### config.mk
export PLATFORM = sky130hd
export DESIGN_NAME = thsen_ctrl
export DESIGN_NICKNAME = d
export VERILOG_FILES = /design/src/rtl/thsen_pkg.sv /design/src/rtl/thsen_meas.sv /design/src/rtl/thsen_classify.sv /design/src/rtl/thsen_ctrl.sv
export SDC_FILE = /design/constraint.sdc
export NUM_CORES = 1
export LEC_CHECK = 0
export BUFFER_PORTS_ARGS = -buffer_cell sky130_fd_sc_hd__buf_2
export CAP_MARGIN = 20
export CORE_MARGIN = 8
export CORE_UTILIZATION = 61
export DETAILED_ROUTE_END_ITERATION = 8
export GPL_TIMING_DRIVEN = 0
export HOLD_SLACK_MARGIN = 0.08
export MAX_ROUTING_LAYER = met4
export PLACE_DENSITY = 0.81
export SETUP_SLACK_MARGIN = 0.2
export SLEW_MARGIN = 20
export SYNTH_ARGS = -nofsm -noshare
export SYNTH_HDL_FRONTEND = slang
export SYNTH_SLANG_ARGS = --single-unit
export TNS_END_PERCENT = 100
### constraint.sdc
create_clock -name clk -period 5.08 [get_ports clk]
set_input_delay 0.254 -clock clk [delete_from_list [all_inputs] [get_ports clk]]
set_output_delay 0.254 -clock clk [all_outputs]
set_load 0.02 [all_outputs]
### src/rtl/thsen_pkg.sv
package thsen_pkg;
    localparam int unsigned WORD_W   = 32;
    localparam int unsigned CNT_W    = 16;
    localparam int unsigned PER_W    = 16;
    localparam int unsigned WIN_N_W  = 8;

    localparam logic [2:0] A_SETUP  = 3'd0;
    localparam logic [2:0] A_THR_AB = 3'd2;
    localparam logic [2:0] A_THR_C  = 3'd3;
    localparam logic [2:0] A_STAT   = 3'd6;
    localparam logic [2:0] A_COUNT  = 3'd7;

    localparam int unsigned B_STOP   = 0;
    localparam int unsigned B_DIV_EN = 1;
    localparam int unsigned B_RST_EN = 2;
    localparam int unsigned B_DVF_EN = 3;
    localparam int unsigned B_OVF_IE = 4;
    localparam int unsigned B_DIV_IE = 5;
    localparam int unsigned B_RST_IE = 6;
    localparam int unsigned B_PEND   = 8;
    localparam int unsigned B_VALID  = 9;

    typedef enum logic [2:0] {
        TS_COLD = 3'd0,
        TS_WARM = 3'd1,
        TS_HOT  = 3'd2,
        TS_CRIT = 3'd3,
        TS_OVF  = 3'd5
    } tstate_e;
endpackage

### src/rtl/thsen_meas.sv
module thsen_meas #(
    parameter int unsigned M_W       = 16,
    parameter int unsigned N_W       = 8,
    parameter int unsigned EDGE_W    = 8,
    parameter int unsigned CNT_W     = 16,
    parameter int unsigned WIN_SHIFT = 4
) (
    input  logic              clk,
    input  logic              rst_n,
    input  logic              abort,
    input  logic              run,
    input  logic [M_W-1:0]    m_val,
    input  logic [N_W-1:0]    n_val,
    input  logic [EDGE_W-1:0] edges,
    output logic              done,
    output logic [CNT_W-1:0]  result,
    output logic              res_ovf
);
    localparam int unsigned WIN_W = N_W + WIN_SHIFT;

    typedef struct packed {
        logic             busy;
        logic [M_W-1:0]   per;
        logic [WIN_W-1:0] win;
        logic [CNT_W-1:0] acc;
        logic             ovf;
    } meas_t;

    meas_t            q, d;
    logic [WIN_W-1:0] win_end;
    logic [CNT_W:0]   sum;

    always_comb begin
        win_end = {n_val, {WIN_SHIFT{1'b0}}} - WIN_W'(1);
        sum     = {1'b0, q.acc} + (CNT_W+1)'(edges);
        d       = q;
        done    = 1'b0;
        if (abort || !run) begin
            d = '0;
        end else begin
            d.per = (q.per >= m_val - M_W'(1)) ? '0 : q.per + M_W'(1);
            if (q.busy) begin
                if (q.ovf || sum[CNT_W]) begin
                    d.ovf = 1'b1;
                    d.acc = '1;
                end else begin
                    d.acc = sum[CNT_W-1:0];
                end
                d.win = q.win + WIN_W'(1);
                if (q.win == win_end) begin
                    done   = 1'b1;
                    d.busy = 1'b0;
                end
            end else if (q.per == '0) begin
                d.busy = 1'b1;
                d.win  = '0;
                d.acc  = '0;
                d.ovf  = 1'b0;
            end
        end
    end

    always_ff @(posedge clk or negedge rst_n) begin
        if (!rst_n) q <= '0;
        else        q <= d;
    end

    assign result  = d.acc;
    assign res_ovf = d.ovf;
endmodule

### src/rtl/thsen_classify.sv
module thsen_classify
    import thsen_pkg::*;
#(
    parameter int unsigned CNT_W = 16
) (
    input  logic [CNT_W-1:0] count,
    input  logic             ovf,
    input  logic [CNT_W-1:0] th_a,
    input  logic [CNT_W-1:0] th_b,
    input  logic [CNT_W-1:0] th_c,
    output tstate_e          state
);
    always_comb begin
        if (ovf)               state = TS_OVF;
        else if (count > th_c) state = TS_CRIT;
        else if (count > th_b) state = TS_HOT;
        else if (count > th_a) state = TS_WARM;
        else                   state = TS_COLD;
    end
endmodule

### src/rtl/thsen_ctrl.sv
module thsen_ctrl
    import thsen_pkg::*;
#(
    parameter int unsigned EDGE_W    = 8,
    parameter int unsigned WIN_SHIFT = 4
) (
    input  logic              clk,
    input  logic              rst_n,
    input  logic              bus_wr,
    input  logic [2:0]        bus_addr,
    input  logic [31:0]       bus_wdata,
    output logic [31:0]       bus_rdata,
    input  logic [EDGE_W-1:0] osc_edges,
    output logic              irq,
    output logic              dvfs_req,
    output logic              div_req,
    output logic              trip_rst
);
    typedef struct packed {
        logic [WORD_W-1:0] setup;
        logic [CNT_W-1:0]  th_a;
        logic [CNT_W-1:0]  th_b;
        logic [CNT_W-1:0]  th_c;
        tstate_e           state;
        logic [CNT_W-1:0]  count;
        logic              valid;
        logic              pend;
    } regs_t;

    regs_t            q, d;
    logic             wr_setup, meas_abort, meas_run;
    logic             meas_done, meas_ovf;
    logic [CNT_W-1:0] meas_cnt;
    tstate_e          cls_state;
    logic             cause;
    logic [PER_W-1:0] per_val;
    logic [WIN_N_W-1:0] win_val;
    logic             stop_q, ack_wr;
    logic             lvl_crit, lvl_hot;

    assign per_val    = q.setup[23:8];
    assign win_val    = q.setup[31:24];
    assign stop_q     = q.setup[B_STOP];
    assign wr_setup   = bus_wr && (bus_addr == A_SETUP);
    assign ack_wr     = bus_wr && (bus_addr == A_STAT) && bus_wdata[B_PEND];
    assign meas_abort = wr_setup || stop_q;
    assign meas_run   = !stop_q && (per_val != '0) && (win_val != '0);

    thsen_meas #(
        .M_W      (PER_W),
        .N_W      (WIN_N_W),
        .EDGE_W   (EDGE_W),
        .CNT_W    (CNT_W),
        .WIN_SHIFT(WIN_SHIFT)
    ) u_meas (
        .clk    (clk),
        .rst_n  (rst_n),
        .abort  (meas_abort),
        .run    (meas_run),
        .m_val  (per_val),
        .n_val  (win_val),
        .edges  (osc_edges),
        .done   (meas_done),
        .result (meas_cnt),
        .res_ovf(meas_ovf)
    );

    thsen_classify #(.CNT_W(CNT_W)) u_cls (
        .count(meas_cnt),
        .ovf  (meas_ovf),
        .th_a (q.th_a),
        .th_b (q.th_b),
        .th_c (q.th_c),
        .state(cls_state)
    );

    always_comb begin
        cause = (meas_ovf && q.setup[B_OVF_IE])
             || ((cls_state != TS_COLD) && (cls_state != TS_WARM) && q.setup[B_DIV_IE])
             || ((cls_state == TS_CRIT || cls_state == TS_OVF) && q.setup[B_RST_IE]);

        d = q;
        if (bus_wr) begin
            case (bus_addr)
                A_SETUP:  d.setup = bus_wdata;
                A_THR_AB: begin
                    d.th_a = bus_wdata[15:0];
                    d.th_b = bus_wdata[31:16];
                end
                A_THR_C:  d.th_c = bus_wdata[15:0];
                A_STAT:   if (bus_wdata[B_PEND]) d.pend = 1'b0;
                default:  ;
            endcase
        end
        if (wr_setup) d.valid = 1'b0;
        if (meas_done) begin
            d.count = meas_cnt;
            d.valid = 1'b1;
            d.state = cls_state;
            if (cause) d.pend = 1'b1;
        end
        if (d.setup[B_STOP]) begin
            d.valid = 1'b0;
            d.state = TS_COLD;
        end
    end

    always_ff @(posedge clk or negedge rst_n) begin
        if (!rst_n) begin
            q       <= '0;
            q.th_a  <= '1;
            q.th_b  <= '1;
            q.th_c  <= '1;
            q.state <= TS_COLD;
        end else begin
            q <= d;
        end
    end

    assign lvl_crit = (q.state == TS_CRIT) || (q.state == TS_OVF);
    assign lvl_hot  = lvl_crit || (q.state == TS_HOT);
    assign dvfs_req = q.setup[B_DVF_EN] && (q.state != TS_COLD);
    assign div_req  = q.setup[B_DIV_EN] && lvl_hot;
    assign trip_rst = q.setup[B_RST_EN] && lvl_crit;
    assign irq      = q.pend;

    always_comb begin
        case (bus_addr)
            A_SETUP:  bus_rdata = q.setup;
            A_THR_AB: bus_rdata = {q.th_b, q.th_a};
            A_THR_C:  bus_rdata = {16'h0000, q.th_c};
            A_STAT:   bus_rdata = {22'd0, q.valid, q.pend, 5'd0, q.state};
            A_COUNT:  bus_rdata = {q.count, 16'h0000};
            default:  bus_rdata = '0;
        endcase
    end
endmodule

; Word-level counts from Yosys, hierarchy flattened
; Cells that the tools add are included.
[op_classes]
n_addsub = 5
n_lt_le_gt_ge = 4
eq_ne = 11
n_mux = 29
reduce_logical = 32
[ops]
columns = op, n
row1 = 32-bit case mux with 5 select lines, 1
row2 = 29-bit 2-to-1 mux, 2
row3 = 49-bit 2-to-1 mux, 1
row4 = 16-bit greater-than comparator, 3
row5 = 16-bit 2-to-1 mux, 3
row6 = 46-bit 2-to-1 mux, 1
row7 = 32-bit 2-to-1 mux, 1
row8 = 21-bit 2-to-1 mux, 1
row9 = 16-bit by 8-bit adder with 17-bit output, 1
row10 = "16-bit by 1-bit adder with 16-bit output, second input constant", 1
row11 = 16-bit greater-or-equal comparator, 1
row12 = 16-bit logical NOT, 1
row13 = 16-bit nonzero test, 1
row14 = "16-bit by 1-bit subtractor with 16-bit output, second input constant", 1
row15 = "3-bit by 2-bit equality test with 1-bit output, second input constant", 5
row16 = 1-bit 2-to-1 mux, 15
row17 = "12-bit by 1-bit adder with 12-bit output, second input constant", 1
row18 = 12-bit equality test, 1
row19 = "3-bit equality test, second input constant", 4
row20 = 3-bit 2-to-1 mux, 4
row21 = 3-bit nonzero test, 4
row22 = "12-bit by 1-bit subtractor with 12-bit output, second input constant", 1
row23 = 1-bit logical AND, 10
row24 = 1-bit logical OR, 8
row25 = 6 further kinds, 9
[totals]
ff_bits = 147
inputBits = 46
word_cells = 95

; Logic depth before layout (Yosys ltp)
[depth]
depth_word = 19
mapped_depth = 18

; Hierarchy
; Synthesis repeated with hierarchy kept, for this count alone.
[unflattened]
cells_unflattened = 949
area_unflattened_um2 = 9650.5
[modules_own_cells]
columns = mod, n_inst, cells_each, area_per_inst_um2, seq_area_each_um2
row1 = thsen_ctrl, 1, 369, 4852.2, 2587.5
row2 = thsen_meas, 1, 408, 3572.2, 1151.1
row3 = thsen_classify, 1, 172, 1226.2, 0.0

; Worst setup path after synthesis
; Ideal clock, no wire load.
[synth_path]
path_type = register to register
startpoint = reg u_meas.q[1] in the netlist's numbering
endpoint = reg q[18] in the netlist's numbering
setup_ns = 0.124
arrival_ns = 3.824
slack_ns = 1.132
path_stages_with_launch = 19
period_less_slack_ns = 3.948
cell_sequence = dfrtp_1 ha_1 fa_1 a21oi_1 nor2_1 o21ba_2 clkbuf_1 a21oi_2 nand2_1 o32ai_1 nor3_1 ha_1 nand4_1 or3_1 nor3_1 nand4_1 o21ai_0 o21bai_1 o31a_1
[synth_via]
elab_chain_len = 12
word_cells_on_any_way = 16
classes_between = add/sub (1) / order compare (3) / mux (11) / reduce/logical (1)
[synth_lines]
columns = item, line
row1 = start: declaration, thsen_meas.sv:29  ; meas_t q, d;
row2 = start signal: assignment, thsen_meas.sv:64  ; if (!rst_n) q <= '0;
row3 = start signal: assignment, thsen_meas.sv:65  ; else q <= d;
row4 = 16-bit by 8-bit adder with 17-bit output (*), thsen_meas.sv:35  ; sum = {1'b0, q.acc} + (CNT_W+1)'(edges);
row5 = 1-bit logical OR, thsen_meas.sv:43  ; if (q.ovf || sum[CNT_W]) begin
row6 = 16-bit 2-to-1 mux (*), thsen_meas.sv:43
row7 = 29-bit 2-to-1 mux (*), thsen_meas.sv:42  ; if (q.busy) begin
row8 = 46-bit 2-to-1 mux (*), thsen_meas.sv:38  ; if (abort || !run) begin
row9 = named net meas_cnt[15], thsen_ctrl.sv:33  ; logic [CNT_W-1:0] meas_cnt;
row10 = 16-bit greater-than comparator, thsen_classify.sv:17  ; else if (count > th_a) state = TS_WARM;
row11 = 1-bit 2-to-1 mux, thsen_classify.sv:17
row12 = 3-bit 2-to-1 mux, thsen_classify.sv:16  ; else if (count > th_b) state = TS_HOT;
row13 = 3-bit 2-to-1 mux (*), thsen_classify.sv:15  ; else if (count > th_c) state = TS_CRIT;
row14 = 3-bit 2-to-1 mux (*), thsen_classify.sv:14  ; if (ovf) state = TS_OVF;
row15 = 21-bit 2-to-1 mux (*), thsen_ctrl.sv:96  ; if (meas_done) begin
row16 = 3-bit 2-to-1 mux (*), thsen_ctrl.sv:102  ; if (d.setup[B_STOP]) begin
row17 = end: declaration, thsen_ctrl.sv:30  ; regs_t q, d;
; Mark *: on every way through the listed nets, which the timed path passes. The rest lies on a longest branch. The select of a mux whose other input is x is not followed.
; A chain may end at the register's enable or synchronous reset.

; Worst setup path in the final report
; Ends and elaborated chain as after synthesis.

==> impl_metrics.tcl <==
set metrics [dict create \
    grt_pass1_wl_um 41900 \
    r2r_start "u_meas.q[1]" \
    cts_buffers 17 \
    post-dp-hpwl_um 19100 \
    synth-edff-count 0 \
    ir_worst_vdd_mv 0.292 \
    diodes 0 \
    final_antenna_net_count 0 \
    tightestPinTransition_ns 0.804 \
    final_cell_mix "nand2_1, dfrtp_1, buf_2" \
    cp_max_fo 8 \
    core-area_um2 15000 \
    cp.required_ns 5.38 \
    post-route-cell-area_um2 10900 \
    ys_warn_count 0 \
    ys_ff_latch 147 \
    grt_pass1_vias 7943 \
    antenna_found_initial 0 \
    drtIter0Drc 714 \
    clkSlewWorstSetupHoldPaths_ns 0.06 \
    rr_worst_depth 18 \
    rsz0062_at_grt "true" \
    post-place-ws_ns 0.201 \
    status "complete, no violations" \
    synth_cells 977 \
    powerDensity_nw_per_um2 421 \
    drc 0 \
    async_reset_ff_share_pct 100 \
    setup-tns-final_ns 0 \
    multi_input_area_um2 5140 \
    num_rows 45 \
    top_layer "met4" \
    drtPass1Iterations 5 \
    dr_wl_met3_um 1660 \
    setup_ws_ns 0.403 \
    cp_slowest_cell "fa_1" \
    port_buffers 79 \
    synth_nets 1102 \
    met2_length_um 12500 \
    die_area_um2 19400 \
    pin_count 82 \
    cp-start-kind "register" \
    cts_max_path_buffers 2 \
    hold_start "bus_wdata[21]" \
    skew_ns 0.0101 \
    layout_min_cycle_time_ns 4.68 \
    die_w_um 139 \
    num_vias 8171 \
    via_per_inst 6.26 \
    clkLatencyLatePin_ns 0.43 \
    routedWlPerCell_um 20.1 \
    drive_above_1_share_pct 20.9 \
    synthFlopType "dfrtp_1" \
    setup-violations-final 0 \
    path_cells "ha_1 > fa_1 > a21oi_1 > nor2_1 > o21ba_2 > clkbuf_1 > a21oi_4 > nand2_1 > o32ai_1 > nor3_2 > ha_1 > nand4_1 > or3_1 > nor3_1 > nand4_1 > o21ai_0 > o21bai_1 > o31a_1" \
    leakage_nw 5.11 \
    synth_area_per_cell_um2 9.47 \
    max-slew-margin-rel_pct 46.3 \
    n_fill_cell 1097 \
    holdPathStages 3 \
    min_to "q[42]" \
    arrival_ns 4.98 \
    final-seq-area_um2 3740 \
    cts_htree_levels 4 \
    cts_tree "done" \
    cts_num_sinks 147 \
    hold_class "in -> reg" \
    wl_met1_um 11100 \
    grt_overflow_total 0 \
    ys_seq_area_share_pct 40.4 \
    worst_path_largest_cell_delay_ns 0.43 \
    gp_congestion 0.970 \
    syn-cell-area_um2 9250 \
    grt_max_degree 101 \
    reg2reg_to "q[18]" \
    final_nets 1229 \
    r2r_slack_ns 0.40 \
    synth.distinct_cells 68 \
    crit_type "reg -> reg" \
    period_share_pct 92.1 \
    grtUsageTotal_pct 28.0 \
    start_util_pct 61.6 \
    cts_root_buf "clkbuf_16" \
    critPathCaptureType "register" \
    fp.dieH_um 139 \
    path_buf_inv 1 \
    routed_wl_um 26200 \
    place_area_um2 9920 \
    drv_slew 0 \
    timing.fmax_ghz 0.214 \
    area_delta_synth_final_pct 17.3 \
    path_delay_family "simple AND/OR/NAND/NOR gates" \
    hold_violations 0 \
    drv_cap 0 \
    final_common_cell "nand2_1" \
]
area by class of cell:
| cell class | instances | share of cell area [%] |
|---|---|---|
| multi-input cells | 729 | 47.4 |
| clock inverters | 8 | 1.36 |
| flip-flops and latches | 147 | 34.4 |
| clock buffers | 24 | 4.62 |
| well taps | 188 | 2.17 |
| plain buffers | 37 | 1.37 |
| inverters | 64 | 2.21 |
| repair buffers | 108 | 6.43 |
cell usage after synthesis (all sizes together), types with 10 or more instances:
library cell | n | area share (%)
xor2 | 23 | 2.2
nand3 | 27 | 1.5
dfstp | 48 | 14
inv | 64 | 2.6
a21oi | 43 | 2.4
and3 | 13 | 0.88
xnor2 | 26 | 2.5
nand4 | 13 | 0.88
nor3 | 22 | 1.2
nand2 | 107 | 4.4
a22o | 39 | 3.7
nor2 | 70 | 2.8
clkbuf | 31 | 1.3
a22oi | 11 | 0.89
dfrtp | 99 | 27
mux2i | 10 | 1.1
o21ai | 87 | 4.8
a21o | 20 | 1.6
mux2 | 48 | 5.8
ha | 78 | 11
sequential cells by signal (all words and copies together), names as in the netlist:
| signal | count |
|---|---|
| irq | 1 |
| q | 84 |
| u_meas.q | 46 |
| per_val | 16 |
metal layers:
| layer | vias up | GRT usage (%) |
|---|---|---|
| li1 | 3768 | - |
| met4 | 0 | 10.5 |
| met3 | 74 | 5.30 |
| met2 | 320 | 45.4 |
| met5 | - | - |
| met1 | 4009 | 34.4 |
where the power goes:
part | internal [mW] | switching [mW] | leakage (nW) | total (mW)
combinational | 0.630 | 0.936 | 3.00 | 1.57
sequential | 1.42 | 0.200 | 1.80 | 1.62
clock | 0.888 | 0.494 | 0.320 | 1.38
cells by family (layout without fill, tap and decap cells):
logic type,count (synthesis),after routing,share of synthesized area [%]
compound gates,244,244,17.5
xor+xnor,49,49,4.64
fa+ha+maj,79,79,10.8
buf+inv,101,241,4.20
flops,147,147,40.4
mux,58,58,6.92
simple gates,299,299,15.6
stage by stage:
step / instances / util [%] / power (mW) / hold WS (ns)
2_1_floorplan: 977 / - / 2.65 / -0.0416
3_3_place_gp: 1244 / 65.8 / 3.06 / 0.468
3_5_place_dp: 1245 / 66.0 / 3.12 / 0.178
4_1_cts: 1301 / 72.0 / 4.53 / 0.0807
5_1_grt: 1305 / 72.2 / 4.82 / 0.0910
6_report: 1305 / 72.2 / 4.57 / 0.0876
worst max-delay path by stage:
stage                           start    end  slack (ns)  cells past startpoint
after CTS                 u_meas.q[1]  q[18]        0.28                     18
after global routing      u_meas.q[1]  q[18]        0.16                     18
final                     u_meas.q[1]  q[18]        0.40                     18
after detailed placement  u_meas.q[1]  q[18]        0.20                     18
after global placement    u_meas.q[1]  q[18]        0.25                     18
after floorplan           u_meas.q[1]  q[18]        1.13                     18
repair_timing:
action	in CTS	in global routing
pin swaps	0	1
hold endpoints to repair	71	0
setup buffers	0	2
hold buffers	24	0
resized for setup	1	3
endpoints found under the setup margin	1	2
worst register-to-register path, delay by kind of cell, from the launching register on:
family          cells  cell delay (ns)
buf+inv             1             0.23
simple gates        7             1.47
fa+ha+maj           3             1.02
compound gates      7             1.44
flops               1             0.39
(Power assumes the default switching activity.)
